<file path="src/rtl/ddr2_cmd_pkg.sv">
package ddr2_cmd_pkg;
  typedef enum logic [3:0] {
    CMD_NONE    = 4'd0,
    CMD_DESEL   = 4'd1,
    CMD_NOP     = 4'd2,
    CMD_MODE    = 4'd3,
    CMD_REF     = 4'd4,
    CMD_SR_IN   = 4'd5,
    CMD_SR_OUT  = 4'd6,
    CMD_PD_IN   = 4'd7,
    CMD_PD_OUT  = 4'd8,
    CMD_PRE     = 4'd9,
    CMD_PRE_ALL = 4'd10,
    CMD_ACT     = 4'd11,
    CMD_WR      = 4'd12,
    CMD_RD      = 4'd13
  } cmd_e;

  typedef enum logic [1:0] {
    PWR_ACTIVE = 2'd0,
    PWR_DOWN   = 2'd1,
    PWR_SELF   = 2'd2
  } pwr_e;
endpackage

</file>
<file path="src/rtl/ddr2_cmd_classify.sv">
module ddr2_cmd_classify
  import ddr2_cmd_pkg::*;
(
  input  logic cke_prev_i,
  input  logic cke_i,
  input  logic cs_n_i,
  input  logic ras_n_i,
  input  logic cas_n_i,
  input  logic we_n_i,
  input  logic a10_i,
  input  pwr_e pwr_i,
  output cmd_e cmd_o,
  output pwr_e pwr_nxt_o,
  output logic bad_o
);
  logic bus_idle, ref_pat;

  assign bus_idle = cs_n_i | (ras_n_i & cas_n_i & we_n_i);
  assign ref_pat  = ~cs_n_i & ~ras_n_i & ~cas_n_i & we_n_i;

  always_comb begin
    cmd_o     = CMD_NONE;
    pwr_nxt_o = pwr_i;
    bad_o     = 1'b0;
    case ({cke_prev_i, cke_i})
      2'b11: begin
        if (cs_n_i) begin
          cmd_o = CMD_DESEL;
        end else begin
          case ({ras_n_i, cas_n_i, we_n_i})
            3'b000: cmd_o = CMD_MODE;
            3'b001: cmd_o = CMD_REF;
            3'b010: cmd_o = a10_i ? CMD_PRE_ALL : CMD_PRE;
            3'b011: cmd_o = CMD_ACT;
            3'b100: cmd_o = CMD_WR;
            3'b101: cmd_o = CMD_RD;
            3'b110: bad_o = 1'b1;  // reserved encoding
            default: cmd_o = CMD_NOP;
          endcase
        end
      end
      2'b10: begin
        if (ref_pat) begin
          cmd_o     = CMD_SR_IN;
          pwr_nxt_o = PWR_SELF;
        end else begin
          cmd_o     = CMD_PD_IN;
          pwr_nxt_o = PWR_DOWN;
          bad_o     = ~bus_idle;
        end
      end
      2'b01: begin
        cmd_o     = (pwr_i == PWR_SELF) ? CMD_SR_OUT : CMD_PD_OUT;
        pwr_nxt_o = PWR_ACTIVE;
        bad_o     = ~bus_idle;
      end
      default: cmd_o = CMD_NONE;  // CKE held low: pins ignored
    endcase
  end
endmodule

</file>
<file path="src/rtl/ddr2_addr_decode.sv">
module ddr2_addr_decode
  import ddr2_cmd_pkg::*;
#(
  parameter int BA_W   = 3,
  parameter int ADDR_W = 14,
  parameter int AP_BIT = 10,
  parameter int NUM_MR = 4
) (
  input  cmd_e              cmd_i,
  input  logic [BA_W-1:0]   ba_i,
  input  logic [ADDR_W-1:0] a_i,
  output logic [BA_W-1:0]   bank_o,
  output logic [ADDR_W-1:0] addr_o,
  output logic              ap_o,
  output logic              mr_bad_o
);
  localparam logic [BA_W:0] MR_LIM = (BA_W+1)'(NUM_MR);

  logic [ADDR_W-2:0] col;
  assign col = {a_i[ADDR_W-1:AP_BIT+1], a_i[AP_BIT-1:0]};

  always_comb begin
    bank_o   = '0;
    addr_o   = '0;
    ap_o     = 1'b0;
    mr_bad_o = 1'b0;
    case (cmd_i)
      CMD_ACT: begin
        bank_o = ba_i;
        addr_o = a_i;
      end
      CMD_RD, CMD_WR: begin
        bank_o = ba_i;
        addr_o = {1'b0, col};
        ap_o   = a_i[AP_BIT];
      end
      CMD_PRE: bank_o = ba_i;
      CMD_MODE: begin
        bank_o   = ba_i;
        addr_o   = a_i;
        mr_bad_o = ({1'b0, ba_i} >= MR_LIM);
      end
      default: ;
    endcase
  end
endmodule

</file>
<file path="src/rtl/ddr2_burst_guard.sv">
module ddr2_burst_guard #(
  parameter int BURST_CYCLES = 2
) (
  input  logic clk_i,
  input  logic rst_ni,
  input  logic start_i,
  output logic viol_o
);
  generate
    if (BURST_CYCLES > 1) begin : g_cnt
      localparam int CNT_W = $clog2(BURST_CYCLES);
      logic [CNT_W-1:0] left_q;

      always_ff @(posedge clk_i or negedge rst_ni) begin
        if (!rst_ni)           left_q <= '0;
        else if (start_i)      left_q <= CNT_W'(BURST_CYCLES - 1);
        else if (left_q != '0) left_q <= left_q - 1'b1;
      end

      assign viol_o = start_i && (left_q != '0);
    end else begin : g_none
      assign viol_o = 1'b0;
    end
  endgenerate
endmodule

</file>
<file path="src/rtl/ddr2_cmd_decoder.sv">
module ddr2_cmd_decoder
  import ddr2_cmd_pkg::*;
#(
  parameter int BA_W         = 3,
  parameter int ADDR_W       = 14,
  parameter int NUM_MR       = 4,
  parameter int BURST_CYCLES = 2
) (
  input  logic              clk_i,
  input  logic              rst_ni,
  input  logic              cke_i,
  input  logic              cs_n_i,
  input  logic              ras_n_i,
  input  logic              cas_n_i,
  input  logic              we_n_i,
  input  logic [BA_W-1:0]   ba_i,
  input  logic [ADDR_W-1:0] a_i,
  output logic [3:0]        cmd_o,
  output logic [BA_W-1:0]   bank_o,
  output logic [ADDR_W-1:0] addr_o,
  output logic              ap_o,
  output logic              pd_o,
  output logic              sr_o,
  output logic              illegal_o,
  output logic              burst_viol_o
);
  localparam int AP_BIT = 10;

  logic cke_q;
  pwr_e pwr_q, pwr_nxt;
  cmd_e cmd_w, cmd_q;
  logic bad_w, mr_bad_w, ap_w, viol_w;
  logic [BA_W-1:0]   bank_w, bank_q;
  logic [ADDR_W-1:0] addr_w, addr_q;
  logic ap_q, ill_q, viol_q;

  ddr2_cmd_classify u_classify (
    .cke_prev_i (cke_q),
    .cke_i      (cke_i),
    .cs_n_i     (cs_n_i),
    .ras_n_i    (ras_n_i),
    .cas_n_i    (cas_n_i),
    .we_n_i     (we_n_i),
    .a10_i      (a_i[AP_BIT]),
    .pwr_i      (pwr_q),
    .cmd_o      (cmd_w),
    .pwr_nxt_o  (pwr_nxt),
    .bad_o      (bad_w)
  );

  ddr2_addr_decode #(
    .BA_W   (BA_W),
    .ADDR_W (ADDR_W),
    .AP_BIT (AP_BIT),
    .NUM_MR (NUM_MR)
  ) u_addr (
    .cmd_i    (cmd_w),
    .ba_i     (ba_i),
    .a_i      (a_i),
    .bank_o   (bank_w),
    .addr_o   (addr_w),
    .ap_o     (ap_w),
    .mr_bad_o (mr_bad_w)
  );

  ddr2_burst_guard #(.BURST_CYCLES(BURST_CYCLES)) u_burst (
    .clk_i   (clk_i),
    .rst_ni  (rst_ni),
    .start_i ((cmd_w == CMD_RD) || (cmd_w == CMD_WR)),
    .viol_o  (viol_w)
  );

  always_ff @(posedge clk_i or negedge rst_ni) begin
    if (!rst_ni) begin
      cke_q  <= 1'b1;
      pwr_q  <= PWR_ACTIVE;
      cmd_q  <= CMD_NONE;
      bank_q <= '0;
      addr_q <= '0;
      ap_q   <= 1'b0;
      ill_q  <= 1'b0;
      viol_q <= 1'b0;
    end else begin
      cke_q  <= cke_i;
      pwr_q  <= pwr_nxt;
      cmd_q  <= cmd_w;
      bank_q <= bank_w;
      addr_q <= addr_w;
      ap_q   <= ap_w;
      ill_q  <= bad_w | mr_bad_w;
      viol_q <= viol_w;
    end
  end

  assign cmd_o        = cmd_q;
  assign bank_o       = bank_q;
  assign addr_o       = addr_q;
  assign ap_o         = ap_q;
  assign pd_o         = (pwr_q == PWR_DOWN);
  assign sr_o         = (pwr_q == PWR_SELF);
  assign illegal_o    = ill_q;
  assign burst_viol_o = viol_q;
endmodule

</file>
<file path="config.mk">
export PLATFORM = sky130hd
export DESIGN_NAME = ddr2_cmd_decoder
export DESIGN_NICKNAME = d
export VERILOG_FILES = /design/src/rtl/ddr2_cmd_pkg.sv /design/src/rtl/ddr2_cmd_classify.sv /design/src/rtl/ddr2_addr_decode.sv /design/src/rtl/ddr2_burst_guard.sv /design/src/rtl/ddr2_cmd_decoder.sv
export SDC_FILE = /design/constraint.sdc
export NUM_CORES = 1
export LEC_CHECK = 0
export CAP_MARGIN = 20
export CORE_MARGIN = 1.5
export CORE_UTILIZATION = 23
export DETAILED_ROUTE_END_ITERATION = 10
export SYNTH_ARGS = -nofsm -noshare
export SYNTH_HDL_FRONTEND = slang
export SYNTH_SLANG_ARGS = --single-unit
</file>
<file path="constraint.sdc">
create_clock -name clk_i -period 2.4 [get_ports clk_i]
set_input_delay 0.48 -clock clk_i [delete_from_list [all_inputs] [get_ports clk_i]]
set_output_delay 0.48 -clock clk_i [all_outputs]
set_load 0.01 [all_outputs]
</file>
Word-level counts from Yosys, hierarchy flattened
Index checks and enable logic that the tools add are counted.

storage, ports and cells
  register bits after elaboration = 28
  input bits = 24
  output and inout bits = 26

operators by class
  add/sub/neg operators = 1
  order comparisons = 1
  equal/unequal tests = 16
  multiplexer cells = 18
  bitwise gates (word level) = 11
  reduce and logical (&&, ||, !) cells = 7

operator list
  operator              count
  $pmux W14 S2          1
  $pmux W4 S7           1
  $eq A4 B4 Y1 const B  4
  $pmux W4 S3           1
  $eq A3 B3 Y1 const B  3
  $mux W4               2
  $mux W1               7
  $eq A2 B2 Y1 const B  3
  $eq A3 B2 Y1 const B  2
  $mux W2               3
  $and A1 B1 Y1         5
  $reduce_or A5 Y1      1
  $eq A2 B1 Y1 const B  2
  $eq A4 B2 Y1 const B  1
  $not A1 Y1            4
  $pmux W2 S2           1
  $reduce_or A2 Y1      2
  $eq A3 B1 Y1 const B  1
  $ge A3 B3 Y1 const B  1
  $logic_not A3 Y1      1
  $mux W3               1
  $pmux W1 S3           1
  $or A1 B1 Y1          2
  $reduce_bool A2 Y1    1
  3 further kinds       3

Depth between registers and ports, before layout
  depth in word-level cells = 9
  mapped depth = 9

By module
Synthesis repeated with hierarchy kept, for this count alone.

second synthesis, totals
  cell total of the unflattened synthesis = 105
  area total of the unflattened synthesis = 1263.7 um^2

by module, submodules not included
  module             instances  cells each  area each (um^2)  sequential area each (um^2)
  ddr2_cmd_decoder   1          31          706.9             676.9
  ddr2_cmd_classify  1          40          275.3             0.0
  ddr2_addr_decode   1          32          250.2             0.0
  ddr2_burst_guard   1          2           31.3              25.0

Worst setup path before layout
Ideal clock, no wire load.

  kind = register to register
  start = register cke_q
  end = register bank_q[0] (netlist: bank_o[0])
  arrival time = 1.821 ns
  data required time = 2.301 ns
  setup slack = 0.479 ns
  stages on the path, launching flop included = 8
  buffers on the path = 0
  cell sequence = dfstp_2 -> inv_1 -> ha_1 -> o32a_4 -> clkinv_2 -> nand2_2 -> or2_4 -> a311oi_1

between the ends
  cells in the longest elaborated chain, start to end = 5
  elaborated cells between the ends (all ways) = 11
  classes of those cells = 8 x eq/ne; 2 x mux; 1 x reduce/logical

ends and longest elaborated chain
  item                                                 line                     source
  start, declared                                      ddr2_cmd_decoder.sv:29   logic cke_q;
  start signal, assigned                               ddr2_cmd_decoder.sv:84   cke_q <= cke_i;
  $eq A2 B1 Y1 / $eq A2 B2 Y1 (equally long branches)  ddr2_cmd_classify.sv:25  case ({cke_prev_i, cke_i})
  $pmux W4 S3 *                                        ddr2_cmd_classify.sv:25
  via cmd_w[3]                                         ddr2_cmd_decoder.sv:31   cmd_e cmd_w, cmd_q;
  $eq A4 B4 Y1 / $eq A4 B2 Y1 (equally long branches)  ddr2_addr_decode.sv:27   case (cmd_i)
  $reduce_or A5 Y1 (no source line) *                  --
  $mux W3 *                                            ddr2_addr_decode.sv:27
  via bank_w[0]                                        ddr2_cmd_decoder.sv:33   logic [BA_W-1:0] bank_w, bank_q;
  end signal, assigned                                 ddr2_cmd_decoder.sv:87   bank_q <= bank_w;
  end, declared                                        ddr2_cmd_decoder.sv:33

Mark *: on every way through the listed nets, which the timed path passes. The rest lies on a longest branch.
A chain may end at the register's enable or synchronous reset.

Worst setup path after layout
  start = input we_n_i
  end = register addr_q[10] (netlist: addr_o[10])

between the ends
  cells in the longest elaborated chain, start to end = 7
  elaborated cells between the ends (all ways) = 19
  classes of those cells = 10 x eq/ne; 5 x mux; 1 x bitwise; 3 x reduce/logical

ends and longest elaborated chain
  item                                                 line                     source
  start, declared                                      ddr2_cmd_decoder.sv:15   input logic we_n_i,
  $eq A3 B3 Y1, or another cell as far along           ddr2_cmd_classify.sv:30  case ({ras_n_i, cas_n_i, we_n_i})
  $pmux W4 S7                                          ddr2_cmd_classify.sv:30
  $mux W4                                              ddr2_cmd_classify.sv:27  if (cs_n_i) begin
  $pmux W4 S3 *                                        ddr2_cmd_classify.sv:25
  $eq A4 B4 Y1 / $eq A4 B2 Y1 (equally long branches)  ddr2_addr_decode.sv:27
  $reduce_or A2 Y1 (no source line)                    --
  $pmux W14 S2 *                                       ddr2_addr_decode.sv:27
  via addr_w[10]                                       ddr2_cmd_decoder.sv:34   logic [ADDR_W-1:0] addr_w, addr_q;
  end signal, assigned                                 ddr2_cmd_decoder.sv:88   addr_q <= addr_w;
  end, declared                                        ddr2_cmd_decoder.sv:34

Marks and branches as above.

==> impl_metrics.json <==
{
  "drtAntennaViolNets": 0,
  "cp-startpoint": "we_n_i",
  "cts_max_path_buffers": 2,
  "cp-start-kind": "input port",
  "status": "finished, final reports clean",
  "synthTopCellsByArea": "dfrtp_1 51%, and2_1 5.6%, ha_1 3.7%",
  "ys_top_cells_by_count": "27 x dfrtp_1, 12 x and2_1, 11 x inv_1",
  "syn2layout_area_growth_pct": 55.85,
  "period_minus_slack_ps": 2185,
  "cts_buffers": 3,
  "crit_type": "in2reg",
  "dieArea_sq_um": 6282,
  "crit_family": "buffers and inverters",
  "clkLatencyLatePin_ps": 270,
  "antenna_cells": 0,
  "rsz0062_at_grt": "false",
  "dr.pass1.iters": 3,
  "worstHoldStart": "cke_i",
  "ff_latch_area_sq_um": 701.9,
  "htreeDepth": 1,
  "fin_skew_ps": 1.899,
  "final_cells": 250,
  "routed_wl_mm": 2.922,
  "hold_violations": 0,
  "finalCritPeriodShare_pct": 91.04,
  "ys_seq_area_share_pct": 52.48,
  "cp.arrival_ps": 2350,
  "fin_hold_ws_ps": 407.6,
  "max_freq_mhz": 457.7,
  "max-vdd-ir-drop_v": 0.0001968,
  "yosysMostFrequentCell": "dfrtp_1",
  "synth_cell_types": 41,
  "synth_cells": 110,
  "fin_util_pct": 37.40,
  "min_path_type": "in2reg",
  "gp_congestion": 0.7598,
  "drc_errors": 0,
  "yosysWarnings": 0,
  "die_width_microns": 79.26,
  "powerDensity_nw_per_um2": 488.4,
  "endpoint_kind": "flip-flop",
  "wl_per_cell_microns": 11.69,
  "setup_viol": 0,
  "multi_input_area_sq_um": 566.8,
  "dp.cells": 246,
  "crit_path_max_incr_delay_ps": 620,
  "coreArea_sq_um": 5574,
  "max_slew.worst_pin.slew_ps": 370.2,
  "io_pins": 50,
  "crit_path_top_delay_cell": "clkdlybuf4s50_1",
  "worstPathRequired_ps": 2560,
  "async_flop_share_pct": 100.0,
  "dp_hpwl_mm": 2.327,
  "portBuffers": 49,
  "num_vias": 1040,
  "path_cells": "clkdlybuf4s50_1, nor2b_4, o211ai_1, a41oi_2, nor3_2, buf_4, a32o_1",
  "cp_num_buf_inv": 2,
  "max_cap_violations": 0,
  "crit_fanout": 7,
  "p_leak_nw": 0.9556,
  "nets": 207,
  "synth_area_sq_um": 1338,
  "cts_sinks": 28,
  "synth_seq_cells": 28,
  "r2r-start": "cke_q",
  "grt_overflow_total": 0,
  "antenna_found_initial": 0,
  "synth-edff-count": 0,
  "rows": 27,
  "start_util_pct": 24.00,
  "grt_max_degree": 29,
  "cts_root_buf": "clkbuf_8",
  "yosysTopAreaCell": "dfrtp_1",
  "synth.avg_cell_area_sq_um": 12.16,
  "grt_pass1_wl_mm": 4.767,
  "synth_flop_cell": "dfrtp_1",
  "drive_gt1_share_pct": 21.91,
  "vias_per_cell": 4.160,
  "grt_pass1_vias": 1031,
  "yosys.area.top_type_share_pct": 50.51,
  "initialDrtViolationCount": 13,
  "maxSlewHeadroom_pct": 75.24,
  "synth_nets": 138,
  "slew_viol_final": 0,
  "n_fill_cell": 551,
  "track_usage_pct": 9.674,
  "cts_tree": "built",
  "total_power_mw": 1.018,
  "fp.dieH_microns": 79.26,
  "clk_pin_slew_ps": 90
}
## what timing repair did
| item | 4_1_cts | 5_1_grt |
|---|---|---|
| endpoints found under the setup margin | 0 | 3 |
| hold buffers | 0 | 0 |
| resized for setup | 0 | 1 |
| setup buffers | 0 | 0 |
## layout by cell type, fill, tap and decap left out, types with 2 or more instances in the layout
master,n
clkdlybuf4s50_1,48
dfrtp_1,27
buf_4,17
and2_1,12
inv_1,11
nor2_1,6
nor2b_1,4
ha_1,4
clkbuf_8,4
nand2_1,3
nand2b_1,3
o22ai_1,3
a311oi_1,3
a32o_1,3
o211ai_1,2
## worst register-to-register path: stages, from the launching register on
cell	delay, ps
dfstp_2	550
inv_1	70
ha_1	250
o32a_4	410
clkinv_2	60
nand2_2	60
or2_4	260
a311oi_1	250
## cell type report
class / count / area share [%]
sequential: 28 / 33.67
timing repair buffer: 66 / 29.77
multi-input combinational: 67 / 27.19
tap: 72 / 4.322
clock buffer: 4 / 2.641
inverter: 13 / 2.401
## worst paths after layout
path | to | slack [ps] | cells past startpoint
worst min register to register | burst_viol_o | 460 | 1
max in group asynchronous | cke_q | 1510 | 2
min in group asynchronous | burst_viol_o | 590 | 2
worst min-delay path | cke_q | 410 | 1
worst max-delay path | addr_o[10] | 220 | 7
worst max register to register | bank_o[0] | 400 | 7
## metrics by stage
step           TNS [ps]  cell area (sq um)  setup WS [ps]
4_1_cts               0               2082          94.84
6_report              0               2085          215.1
3_5_place_dp      -2489               2027         -186.9
3_3_place_gp      -1538               2027         -121.3
2_1_floorplan         0               1338          479.3
5_1_grt               0               2085          98.56
## per-layer routing
metal	vias to the layer above	wire (microns)	GRT usage (%)
met2	31	1302	14.96
li1	519	-	-
met4	0	6	2.982
met3	2	172	1.839
met1	488	1441	13.57
met5	-	0	0
## cell families (layout without fill, tap and decap cells)
group,Yosys count,in the layout,synth area share [%]
AO/OA/AOI/OAI,24,24,18.99
flip-flops,28,28,52.48
XOR/XNOR,1,1,0.6549
AND/OR/NAND/NOR,38,38,18.99
adder cells (fa/ha/maj),4,4,3.742
buffers and inverters,15,83,5.145
## registers in the layout (all words and copies together) (netlist names), 2 cells and up
| name | flops |
|---|---|
| addr_o | 14 |
| cmd_o | 4 |
| bank_o | 3 |
| pwr_q | 2 |
## power by group
part           switching [mW]  total [mW]  internal [mW]
registers             0.00797       0.503          0.495
logic                  0.0981       0.228          0.130
clock network           0.141       0.287          0.147
Note: power is estimated with default switching activity, not from simulation.
